### config.mk
export PLATFORM = sky130hd
export DESIGN_NAME = paged_pc
export DESIGN_NICKNAME = d
export VERILOG_FILES = /design/src/rtl/paged_pc_pkg.sv /design/src/rtl/paged_pc_arb.sv /design/src/rtl/paged_pc_next.sv /design/src/rtl/paged_pc.sv
export SDC_FILE = /design/constraint.sdc
export NUM_CORES = 1
export LEC_CHECK = 0
export CAP_MARGIN = 20
export CORE_UTILIZATION = 40
export DETAILED_ROUTE_END_ITERATION = 10
export HOLD_SLACK_MARGIN = 0.02
export PLACE_DENSITY = 0.85
export SYNTH_ARGS = -nofsm -noshare
export SYNTH_HDL_FRONTEND = slang
export SYNTH_SLANG_ARGS = --single-unit
### constraint.sdc
create_clock -name clk -period 3.3 [get_ports clk]
set_input_delay 0.66 -clock clk [delete_from_list [all_inputs] [get_ports clk]]
set_output_delay 0.66 -clock clk [all_outputs]
set_load 0.05 [all_outputs]
### src/rtl/paged_pc_pkg.sv
package paged_pc_pkg;
    localparam int PC_W   = 16;
    localparam int BYTE_W = 8;
    localparam int JMP_W  = 13;
    localparam int PAGE_W = PC_W - JMP_W;
    localparam int HI_W   = PC_W - BYTE_W;

    typedef enum logic [2:0] {
        ACT_HOLD, ACT_INC, ACT_PCLWR, ACT_LCALL, ACT_JUMP, ACT_RET, ACT_IRQ
    } pc_act_e;

    typedef enum logic [1:0] {
        LAT_HOLD, LAT_JUMP, LAT_WR, LAT_COPY
    } lat_act_e;

    typedef struct packed {
        logic [PC_W-1:0] pc;
        logic [HI_W-1:0] lat;
    } pc_state_t;

    typedef struct packed {
        logic fetch;
        logic jump;
        logic lcall;
        logic ret;
        logic irq;
        logic rd;
        logic wr;
        logic lat_wr;
    } pc_req_t;

    function automatic logic [PC_W-1:0] join_hl(input logic [HI_W-1:0] hi,
                                                input logic [BYTE_W-1:0] lo);
        return {hi, lo};
    endfunction
endpackage

### src/rtl/paged_pc_arb.sv
module paged_pc_arb
    import paged_pc_pkg::*;
(
    input  logic     clk,
    input  logic     rst,
    input  pc_req_t  req,
    output pc_act_e  pc_act,
    output lat_act_e lat_act
);
    always_comb begin
        if (req.irq)        pc_act = ACT_IRQ;
        else if (req.ret)   pc_act = ACT_RET;
        else if (req.jump)  pc_act = ACT_JUMP;
        else if (req.lcall) pc_act = ACT_LCALL;
        else if (req.wr)    pc_act = ACT_PCLWR;
        else if (req.fetch) pc_act = ACT_INC;
        else                pc_act = ACT_HOLD;
    end

    always_comb begin
        if (pc_act == ACT_JUMP)      lat_act = LAT_JUMP;
        else if (req.lat_wr)         lat_act = LAT_WR;
        else if (req.rd && !req.wr)  lat_act = LAT_COPY;
        else                         lat_act = LAT_HOLD;
    end

    // a low-byte write always blocks the increment
    p_wr_blocks_inc_r11: assert property (@(posedge clk) disable iff (rst)
        req.wr |-> pc_act != ACT_INC);
    // a read-modify-write never copies into the latch
    p_rmw_no_copy_r12: assert property (@(posedge clk) disable iff (rst)
        (req.rd && req.wr) |-> lat_act != LAT_COPY);
endmodule

### src/rtl/paged_pc_next.sv
module paged_pc_next
    import paged_pc_pkg::*;
#(
    parameter logic [PC_W-1:0] IRQ_VEC = 16'h0008
) (
    input  pc_state_t          cur,
    input  pc_act_e            pc_act,
    input  lat_act_e           lat_act,
    input  logic [BYTE_W-1:0]  wdata,
    input  logic [JMP_W-1:0]   opcode,
    input  logic [PC_W-1:0]    stack_top,
    output pc_state_t          nxt
);
    logic [PAGE_W-1:0] page;
    assign page = cur.pc[PC_W-1:JMP_W];

    always_comb begin
        unique case (pc_act)
            ACT_IRQ:   nxt.pc = IRQ_VEC;
            ACT_RET:   nxt.pc = stack_top;
            ACT_JUMP:  nxt.pc = {page, opcode};
            ACT_LCALL: nxt.pc = join_hl(cur.lat, opcode[BYTE_W-1:0]);
            ACT_PCLWR: nxt.pc = join_hl(cur.lat, wdata);
            ACT_INC:   nxt.pc = cur.pc + 1'b1;
            default:   nxt.pc = cur.pc;
        endcase
    end

    always_comb begin
        unique case (lat_act)
            LAT_JUMP: nxt.lat = {page, opcode[JMP_W-1:BYTE_W]};
            LAT_WR:   nxt.lat = wdata;
            LAT_COPY: nxt.lat = cur.pc[PC_W-1:BYTE_W];
            default:  nxt.lat = cur.lat;
        endcase
    end
endmodule

### src/rtl/paged_pc.sv
module paged_pc
    import paged_pc_pkg::*;
#(
    parameter logic [15:0] IRQ_VEC = 16'h0008
) (
    input  logic        clk,
    input  logic        rst,
    input  logic        fetch_i,
    input  logic        jump_i,
    input  logic        lcall_i,
    input  logic        ret_i,
    input  logic        irq_i,
    input  logic        pcl_rd_i,
    input  logic        pcl_wr_i,
    input  logic        lat_wr_i,
    input  logic [7:0]  wdata_i,
    input  logic [12:0] opcode_i,
    input  logic [15:0] stack_top_i,
    output logic [15:0] pc_o,
    output logic [7:0]  pcl_rdata_o,
    output logic [7:0]  latch_o
);
    pc_req_t   req;
    pc_act_e   pc_act;
    lat_act_e  lat_act;
    pc_state_t cur, nxt;

    assign req = '{fetch: fetch_i, jump: jump_i, lcall: lcall_i, ret: ret_i,
                   irq: irq_i, rd: pcl_rd_i, wr: pcl_wr_i, lat_wr: lat_wr_i};

    paged_pc_arb u_arb (
        .clk(clk), .rst(rst), .req(req), .pc_act(pc_act), .lat_act(lat_act)
    );

    paged_pc_next #(.IRQ_VEC(IRQ_VEC)) u_next (
        .cur(cur), .pc_act(pc_act), .lat_act(lat_act), .wdata(wdata_i),
        .opcode(opcode_i), .stack_top(stack_top_i), .nxt(nxt)
    );

    always_ff @(posedge clk) begin
        if (rst) cur <= '0;
        else     cur <= nxt;
    end

    assign pc_o        = cur.pc;
    assign latch_o     = cur.lat;
    assign pcl_rdata_o = cur.pc[BYTE_W-1:0];

    p_reset_r1: assert property (@(posedge clk)
        rst |=> (pc_o == 16'h0000 && latch_o == 8'h00));
    p_inc_wrap_r2: assert property (@(posedge clk) disable iff (rst)
        (fetch_i && !irq_i && !ret_i && !jump_i && !lcall_i && !pcl_wr_i)
        |=> pc_o == $past(pc_o) + 16'd1);
    p_irq_vec_r10: assert property (@(posedge clk) disable iff (rst)
        irq_i |=> pc_o == IRQ_VEC);
    p_irq_keeps_lat_r10: assert property (@(posedge clk) disable iff (rst)
        (irq_i && !lat_wr_i && !pcl_rd_i) |=> $stable(latch_o));
    p_ret_r9: assert property (@(posedge clk) disable iff (rst)
        (ret_i && !irq_i) |=> pc_o == $past(stack_top_i));
    p_lcall_r7: assert property (@(posedge clk) disable iff (rst)
        (lcall_i && !irq_i && !ret_i && !jump_i)
        |=> pc_o == {$past(latch_o), $past(opcode_i[7:0])});
    p_jump_lat_r8: assert property (@(posedge clk) disable iff (rst)
        (jump_i && !irq_i && !ret_i)
        |=> latch_o == {$past(pc_o[15:13]), $past(opcode_i[12:8])});
    p_pclwr_r4: assert property (@(posedge clk) disable iff (rst)
        (pcl_wr_i && !irq_i && !ret_i && !jump_i && !lcall_i)
        |=> pc_o == {$past(latch_o), $past(wdata_i)});
    p_copy_r3: assert property (@(posedge clk) disable iff (rst)
        (pcl_rd_i && !pcl_wr_i && !lat_wr_i && !(jump_i && !irq_i && !ret_i))
        |=> latch_o == $past(pc_o[15:8]));
    p_latwr_r6: assert property (@(posedge clk) disable iff (rst)
        (lat_wr_i && !(jump_i && !irq_i && !ret_i)) |=> latch_o == $past(wdata_i));
    p_idle_r11: assert property (@(posedge clk) disable iff (rst)
        !(fetch_i || jump_i || lcall_i || ret_i || irq_i || pcl_wr_i) |=> $stable(pc_o));
endmodule

==> results of run 1 <==
[area by class of cell]
cell class / instances / area [sq um] / share of cell area, %
multi-input combinational: 157 / 1090 / 43.8
tap: 50 / 62.6 / 2.50
sequential: 24 / 480 / 19.2
timing repair buffer: 80 / 796 / 31.8
inverter: 3 / 11.3 / 0.451
clock buffer: 4 / 55.1 / 2.20
[synthesized netlist by cell type (5+ instances only)]
| master | count |
|---|---|
| clkbuf_1 | 7 |
| nand3_1 | 7 |
| buf_4 | 8 |
| a21oi_1 | 13 |
| nand2_1 | 14 |
| nand2b_1 | 9 |
| a222oi_1 | 11 |
| nor2_1 | 7 |
| o21ai_0 | 6 |
| nand4_1 | 7 |
| o211ai_1 | 7 |
| xnor2_1 | 6 |
| dfxtp_1 | 24 |
| mux2_2 | 5 |
| nor4_1 | 5 |
| nor3_1 | 5 |
[worst paths after layout]
check	start	end	slack, ns	cells past startpoint
worst max-delay path	jump_i	pc_o[3]	0.94	5
worst min-delay path	latch_o[2]	pc_o[10]	0.58	2
worst max register to register	pc_o[4]	pc_o[12]	1.55	4
worst min register to register	latch_o[2]	pc_o[10]	0.58	2
[logic make-up (layout without fill, tap and decap cells)]
kind of cell    after synthesis  after routing
flops                        24             24
mux                           6              6
compound gates               67             67
simple gates                 76             76
buf+inv                      21             87
xor+xnor                      7              7
fa+ha+maj                     1              1
[layer usage]
| metal | vias to the layer above | part of all wire [%] | GRT usage, % |
|---|---|---|---|
| met4 | 0 | 1.4 | 7.98 |
| met3 | 8 | 8.9 | 4.28 |
| li1 | 933 | - | - |
| met2 | 115 | 45 | 39.6 |
| met5 | - | 0 | 0 |
| met1 | 922 | 45 | 36.4 |
[sequential cells by signal, indices dropped and copies added (netlist names)]
| register | count |
|---|---|
| latch_o | 8 |
| pc_o | 16 |
[worst max-delay path: stages]
cell and delay [ns]:
clkdlybuf4s50_1 0.60, or3_4 0.50, nor3b_4 0.35, a222oi_1 0.20
a221oi_2 0.24
[metrics by stage]
stage               total power, uW  util (%)  area (sq um)
detailed placement              620      60.7          2440
CTS                             826      62.0          2500
global placement                619      60.7          2440
global route                    857      62.0          2500
floorplan                       498         -          1690
finish                          826      62.0          2500
[power breakdown]
part | internal [uW] | total (uW) | leakage, uW | switching (uW)
clock | 107 | 207 | 0.0000288 | 101
sequential | 307 | 332 | 0.000198 | 25.1
combinational | 127 | 286 | 0.000603 | 159
total | 541 | 826 | 0.000829 | 285
==> results.sh, run 1 <==
export IMPL_i_o_pins=79
export IMPL_run_status="finished clean"
export IMPL_hpwlAfterDp_microns=4300
export IMPL_syn_area_sq_mm=0.00169
export IMPL_synth_top_cell_area_share_pct=28.5
export IMPL_fp_row_count=23
export IMPL_initialDrtViolationCount=187
export IMPL_synth_net_count=250
export IMPL_timing_hold_worst_class="reg -> reg"
export IMPL_detail_route_wirelength_microns=5610
export IMPL_grt_max_degree=21
export IMPL_numPlacedInstances=314
export IMPL_yosysSeqAreaShare_pct=28.5
export IMPL_final_net_count=317
export IMPL_max_clock_freq_mhz=423
export IMPL_postSynthRegisterBits=24
export IMPL_number_of_failing_setup_endpoints_in_the_final_timing_report=0
export IMPL_post_synth_fa_ha_maj_area_fraction_pct=0.742
export IMPL_chipWidth_microns=66.9
export IMPL_syn_area_per_cell_sq_um=8.34
export IMPL_layout_common_cells="78 x clkdlybuf4s50_1, 24 x dfxtp_1, 14 x nand2_1"
export IMPL_yosysUniqueCellTypes=51
export IMPL_netlist_top_cell_by_area="dfxtp_1"
export IMPL_die_h_microns=66.9
export IMPL_clk_insertion_delay_late_ns=0.27
export IMPL_detail_route_wl_per_cell_microns=17.6
export IMPL_overflow=0
export IMPL_critPathMaxFanout=12
export IMPL_synth_simple_area_share_pct=26.6
export IMPL_layout_commonest_cell="clkdlybuf4s50_1"
export IMPL_clkTransAtPathRegs_ns=0.09
export IMPL_final_layout_size_suffix_gt1_share_pct=8.58
export IMPL_cts_tree="built"
export IMPL_cts_buffers=3
export IMPL_tritoncts_num_sinks=24
export IMPL_synthToLayoutAreaGrowth_pct=48.3
export IMPL_timing_slew_headroom_pct=63.4
export IMPL_non_filler_instance_count_after_layout=318
export IMPL_finalMaxSlewViolations=0
export IMPL_worst_setup_skew_after_layout_ns=0.00330
export IMPL_yosysWarnings=0
export IMPL_gp_routability_congestion=0.984
export IMPL_dieArea_sq_mm=0.00448
export IMPL_ys_top_cells_by_area="dfxtp_1 29%, a222oi_1 6.5%, a21oi_1 3.9%"
export IMPL_hold_ws_ns=0.580
export IMPL_pre_cts_ws_ns=0.675
export IMPL_leading_register_cell_type_out_of_synthesis="dfxtp_1"
export IMPL_maxCapViolCount=0
export IMPL_timing_worst_slew_pin_value_ns=0.549
export IMPL_grt_first_pass_wirelength_microns=8780
export IMPL_timing_critical_path_from_type="primary input"
export IMPL_post_cts_buffers=0
export IMPL_grt_util_all_layers_pct=25.9
export IMPL_critPathRequiredTime_ns=3.49
export IMPL_final_critical_path_setup_slack_ns=0.939
export IMPL_clock_root_buffer="clkbuf_8"
export IMPL_post_route_period_util_pct=71.6
export IMPL_first_global_vias=1798
export IMPL_postCtsResizedCells=0
export IMPL_worstSetupEndpointType="flip-flop"
export IMPL_power_leakage_uw=0.000829
export IMPL_remaining_drc_errors=0
export IMPL_postSynth_asyncResetShare_pct=0
export IMPL_power_density_cell_area_mw_per_mm2=331
export IMPL_coreArea_sq_mm=0.00403
export IMPL_placement_io_buffers=78
export IMPL_layout_filler_cells=365
export IMPL_clock_path_buffers=2
export IMPL_synth_xor_area_share_pct=3.64
export IMPL_drt_vias_per_instance=6.22
export IMPL_peakVddDrop_mv=0.223
export IMPL_fin_crit_ns=2.36
export IMPL_detailroute_via_count=1978
export IMPL_ctsHtreeMaxLevel=1
export IMPL_crit_arrival_ns=2.55
export IMPL_antenna_violations_before_repair=0
export IMPL_timing_setup_tns_ns=0
export IMPL_hold_viol=0
export IMPL_netlist_instances=202
export IMPL_num_antenna_cells=0
export IMPL_pre_antenna_drt_iters=5
export IMPL_synth_enable_flop_cells=0
export IMPL_postRouteAntennaNets=0
export IMPL_cts_hold_repair_buffers=0
export IMPL_post_synthesis_compound_gate_area_fraction_pct=30.0
export IMPL_path_class="in -> reg"
export IMPL_grt_setup_unrepaired="false"
export IMPL_synth_area_mux_share_pct=3.93
export IMPL_dominant_combinational_cell_family_by_area_after_synthesis="compound AO/OA/AOI/OAI gates"
export IMPL_start_util_pct=41.8
(Power assumes the default switching activity.)
==> inputs of run 2 (changes only) <==
CORE_UTILIZATION = 37   (was 40)
PLACE_DENSITY = 0.83   (was 0.85)
clock period = 1.99 ns   (was 3.3 ns; I/O delays follow)
==> results.sh, run 2 (same netlist as run 1, synthesis figures left out) <==
export IMPL_run_status="finished clean"
export IMPL_cts_tree="built"
export IMPL_timing_worst_slew_pin_value_ns=0.586
export IMPL_peakVddDrop_mv=0.242
export IMPL_grt_first_pass_wirelength_microns=9470
export IMPL_die_h_microns=69.5
export IMPL_worst_setup_skew_after_layout_ns=0.00239
export IMPL_timing_critical_path_buf_inv=1
export IMPL_dieArea_sq_mm=0.00483
export IMPL_final_net_count=341
export IMPL_max_clock_freq_mhz=518
export IMPL_tritoncts_num_sinks=24
export IMPL_crit_slowest_cell="clkdlybuf4s50_1"
export IMPL_number_of_failing_setup_endpoints_in_the_final_timing_report=0
export IMPL_non_filler_instance_count_after_layout=344
export IMPL_clk_insertion_delay_late_ns=0.27
export IMPL_first_global_vias=1933
export IMPL_postRouteAntennaNets=0
export IMPL_timing_setup_tns_ns=0
export IMPL_overflow=0
export IMPL_coreArea_sq_mm=0.00435
export IMPL_critPathMaxFanout=6
export IMPL_synthToLayoutAreaGrowth_pct=58.1
export IMPL_final_layout_size_suffix_gt1_share_pct=21.2
export IMPL_fp_row_count=24
export IMPL_cts_hold_repair_buffers=0
export IMPL_chipWidth_microns=69.5
export IMPL_power_sequential_fraction_pct=36.5
export IMPL_worstSetupEndpointType="output pin"
export IMPL_power_switching_share_pct=32.6
export IMPL_clkTransAtPathRegs_ns=0.09
export IMPL_combinational_power_share_pct=33.9
export IMPL_power_density_cell_area_mw_per_mm2=560
export IMPL_numPlacedInstances=340
export IMPL_pre_antenna_drt_iters=8
export IMPL_finalMaxSlewViolations=0
export IMPL_antenna_violations_before_repair=0
export IMPL_grt_util_all_layers_pct=24.7
export IMPL_drt_vias_per_instance=6.09
export IMPL_cp_delay_by_family_top="buffers and inverters"
export IMPL_detail_route_wl_per_cell_microns=17.4
export IMPL_initialDrtViolationCount=260
export IMPL_i_o_pins=79
export IMPL_cts_buffers=3
export IMPL_share_clk_of_total_power_pct=29.6
export IMPL_post_route_period_util_pct=97.0
export IMPL_placement_io_buffers=78
export IMPL_timing_critical_path_from_type="flip-flop"
export IMPL_start_util_pct=38.7
export IMPL_fin_crit_ns=1.93
export IMPL_hold_ws_ns=0.572
export IMPL_detail_route_wirelength_microns=5990
export IMPL_clock_path_buffers=2
export IMPL_layout_common_cells="61 x clkdlybuf4s50_1, 41 x buf_4, 24 x dfxtp_1"
export IMPL_hpwlAfterDp_microns=4610
export IMPL_ctsHtreeMaxLevel=1
export IMPL_power_switching_uw=486
export IMPL_remaining_drc_errors=0
export IMPL_detailroute_via_count=2094
export IMPL_utilization_pct=61.2
export IMPL_num_antenna_cells=0
export IMPL_crit_chain="clkdlybuf4s50_1"
export IMPL_maxCapViolCount=0
export IMPL_path_class="reg -> out"
export IMPL_power_leakage_uw=0.00102
export IMPL_layout_commonest_cell="clkdlybuf4s50_1"
export IMPL_largest_reg_flops=16
export IMPL_timing_hold_worst_class="reg -> reg"
export IMPL_total_power_uw=1490
export IMPL_clock_root_buffer="clkbuf_8"
export IMPL_gp_routability_congestion=0.896
export IMPL_p_int_uw=1010
export IMPL_crit_arrival_ns=1.53
export IMPL_hold_viol=0
export IMPL_grt_setup_unrepaired="false"
export IMPL_critPathRequiredTime_ns=1.59
export IMPL_crit_path_max_incr_delay_ns=0.83
export IMPL_grt_max_degree=21
export IMPL_timing_slew_headroom_pct=60.6
-- run 2: changes by cell type in the layout (fill, tap and decap cells not counted) --
cell             previous run  this run
buf_4                       2        41
clkdlybuf4s50_1            78        61
dlymetal6s2s_1              0         2
bufinv_16                   0         1
clkbuf_8                    4         3
-- run 2: final cells by class --
cell class / count / area (sq um)
Fill cell: 382 / 1690
Multi-Input combinational cell: 157 / 1090
Timing Repair Buffer: 104 / 943
Sequential cell: 24 / 480
Tap cell: 52 / 65.1
Clock buffer: 3 / 41.3
Clock inverter: 1 / 30.0
Inverter: 3 / 11.3
-- run 2: what timing repair did --
action / in CTS / in global routing
setup endpoints to repair: 0 / 2
buffers inserted: 0 / 0
endpoints found under the hold margin: 0 / 0
gates resized for setup: 0 / 2
-- run 2: per-stage QoR --
step                worst slack (ns)  instance area, sq um
floorplan                      0.100                  1690
global placement             -0.0498                  2590
detailed placement           -0.0778                  2590
CTS                           0.0541                  2660
global route                 0.00854                  2670
finish                        0.0595                  2670
-- run 2: per-layer routing --
layer / share of wire [%] / track usage [%] / wire length [microns] / up-vias
li1: - / - / - / 977
met3: 11 / 4.94 / 646 / 8
met5: 0 / 0 / 0 / -
met1: 40 / 32.6 / 2380 / 983
met4: 1.7 / 8.39 / 102 / 0
met2: 48 / 40.2 / 2860 / 126
-- run 2: power by group through the flow --
stage | Combinational [uW] | Clock, uW | Sequential, uW
3_5_place_dp | 500 | 0 | 554
6_report | 506 | 442 | 544
5_1_grt | 529 | 468 | 549
4_1_cts | 503 | 447 | 543
2_1_floorplan | 174 | 0 | 651
3_3_place_gp | 493 | 0 | 553
-- run 2: tightest hold or removal path: stages (launching register included) --
cell	delay, ns
dfxtp_1	0.37
a32oi_1	0.10
nand3_1	0.07
-- run 2: final timing paths --
kind	from	end	slack, ns	depth (start not counted)
min reg2reg	latch_o[2]	pc_o[10]	0.57	2
max	pc_o[1]	pc_o[1]	0.06	1
min	latch_o[2]	pc_o[10]	0.57	2
max reg2reg	pc_o[0]	pc_o[14]	0.07	5
==> inputs of run 3 (changes only) <==
REMOVE_ABC_BUFFERS = 1   (was unset)
clock period = 1.65 ns   (was 1.99 ns; I/O delays follow)
==> results.sh, run 3 (same netlist as run 1, synthesis figures left out) <==
export IMPL_critPathMaxFanout=5
export IMPL_synthToLayoutAreaGrowth_pct=84.4
export IMPL_crit_slowest_cell="or3_1"
export IMPL_first_global_vias=2152
export IMPL_cts_tree="built"
export IMPL_postRouteAntennaNets=0
export IMPL_ctsHtreeMaxLevel=1
export IMPL_final_layout_size_suffix_gt1_share_pct=36.3
export IMPL_finalMaxSlewViolations=0
export IMPL_final_critical_path_setup_slack_ns=-0.00996
export IMPL_i_o_pins=79
export IMPL_path_class="reg -> reg"
export IMPL_failing_checks="negative setup slack"
export IMPL_placed_area_sq_mm=0.00298
export IMPL_detail_route_wirelength_microns=6860
export IMPL_overflow=0
export IMPL_remaining_drc_errors=0
export IMPL_hpwlAfterDp_microns=5040
export IMPL_clock_root_buffer="clkbuf_8"
export IMPL_crit_arrival_ns=1.80
export IMPL_grt_max_degree=21
export IMPL_grt_first_pass_wirelength_microns=10400
export IMPL_die_h_microns=69.5
export IMPL_hold_ws_ns=0.598
export IMPL_worstSetupEndpointType="flip-flop"
export IMPL_timing_hold_worst_class="reg -> reg"
export IMPL_cp_delay_by_family_top="simple AND/OR/NAND/NOR gates"
export IMPL_hold_viol=0
export IMPL_initialDrtViolationCount=355
export IMPL_detail_route_wl_per_cell_microns=18.6
export IMPL_coreArea_sq_mm=0.00435
export IMPL_power_density_cell_area_mw_per_mm2=555
export IMPL_crit_path_max_incr_delay_ns=0.46
export IMPL_dieArea_sq_mm=0.00483
export IMPL_run_status="finished with violations"
export IMPL_antenna_violations_before_repair=0
export IMPL_layout_commonest_cell="buf_4"
export IMPL_pre_antenna_drt_iters=6
export IMPL_layout_filler_cells=293
export IMPL_start_util_pct=38.7
export IMPL_timing_slew_headroom_pct=65.9
export IMPL_timing_critical_path_from_type="flip-flop"
export IMPL_fin_crit_ns=1.66
export IMPL_detailroute_via_count=2309
export IMPL_number_of_failing_setup_endpoints_in_the_final_timing_report=1
export IMPL_total_power_uw=1730
export IMPL_timing_critical_path_buf_inv=1
export IMPL_grt_util_all_layers_pct=26.7
export IMPL_layout_area_seq_sq_um=488
export IMPL_crit_chain="buf_4 > nand4_1 > or3_1 > o211ai_1 > o311ai_1"
export IMPL_post_route_period_util_pct=101
export IMPL_fp_row_count=24
export IMPL_drt_vias_per_instance=6.26
export IMPL_multiInputGateArea_sq_mm=0.00114
export IMPL_clk_insertion_delay_late_ns=0.27
export IMPL_placement_io_buffers=78
export IMPL_layout_common_cells="60 x buf_4, 40 x clkdlybuf4s50_1, 21 x buf_12"
export IMPL_max_clock_freq_mhz=602
export IMPL_worst_setup_skew_after_layout_ns=0.00506
export IMPL_critPathRequiredTime_ns=1.79
export IMPL_tritoncts_num_sinks=24
export IMPL_numPlacedInstances=363
export IMPL_largest_reg_flops=16
export IMPL_timing_worst_slew_pin_value_ns=0.507
export IMPL_timing_setup_tns_ns=-0.00996
export IMPL_clock_path_buffers=2
export IMPL_power_leakage_uw=0.00125
export IMPL_gp_routability_congestion=0.923
export IMPL_num_antenna_cells=0
export IMPL_cts_buffers=3
export IMPL_peakVddDrop_mv=0.438
export IMPL_non_filler_instance_count_after_layout=369
export IMPL_final_cell_area_sq_mm=0.00311
export IMPL_maxCapViolCount=0
export IMPL_final_net_count=367
export IMPL_clkTransAtPathRegs_ns=0.08
export IMPL_chipWidth_microns=69.5
==> run 3: cell types whose count changed in the layout (fill, tap and decap cells not counted), moves of 3 or more <==
cell	change
buf_6	+3
buf_12	+21
dlygate4sd2_1	+4
dfxtp_2	+6
clkdlybuf4s50_1	-21
buf_4	+19
dfxtp_1	-6
==> run 3: power by group <==
| part | switching (uW) | internal [uW] | total (uW) |
|---|---|---|---|
| clock network | 177 | 163 | 340 |
| registers | 34.2 | 616 | 650 |
| logic | 378 | 358 | 736 |
| total | 589 | 1140 | 1730 |
==> run 3: final cells by class <==
| type | count | area share, % |
|---|---|---|
| clock buffers | 3 | 1.33 |
| well taps | 52 | 2.09 |
| flip-flops and latches | 24 | 15.7 |
| multi-input cells | 157 | 36.6 |
| repair buffers | 130 | 43.9 |
| inverters | 3 | 0.362 |
==> run 3: repair_timing <==
action / in CTS / in global routing
hold buffers: 0 / 0
pin swaps: 1 / 10
endpoints found under the setup margin: 18 / 16
gates resized for setup: 12 / 16
buffers inserted: 0 / 3
==> run 3: worst register-to-register path, stage by stage, from the launching register on <==
cell and delay, ns:
dfxtp_2 0.37, buf_4 0.13, nand4_1 0.22, or3_1 0.46
o211ai_1 0.22, o311ai_1 0.14
==> run 3: through the flow <==
step	setup slack (ns)	utilization (%)
finish	-0.00996	71.4
floorplan	-0.627	-
global placement	-0.304	68.5
detailed placement	-0.389	68.5
global route	-0.0169	71.4
CTS	0.00315	69.9
==> run 3: path summary, 6_finish.rpt <==
path	startpoint	cells past startpoint	endpoint	slack [ns]
setup / recovery	pc_o[0]	5	pc_o[11]	-0.01
hold / removal	latch_o[2]	2	pc_o[10]	0.60
setup reg to reg	pc_o[0]	5	pc_o[11]	-0.01
hold reg to reg	latch_o[2]	2	pc_o[10]	0.60
==> run 3: metal layers <==
| metal | GRT usage [%] | share of wire (%) | vias up |
|---|---|---|---|
| met3 | 5.09 | 10 | 34 |
| met5 | 0 | 0 | - |
| met2 | 44.3 | 47 | 176 |
| li1 | - | - | 1024 |
| met1 | 33.5 | 38 | 1075 |
| met4 | 12.0 | 4.6 | 0 |
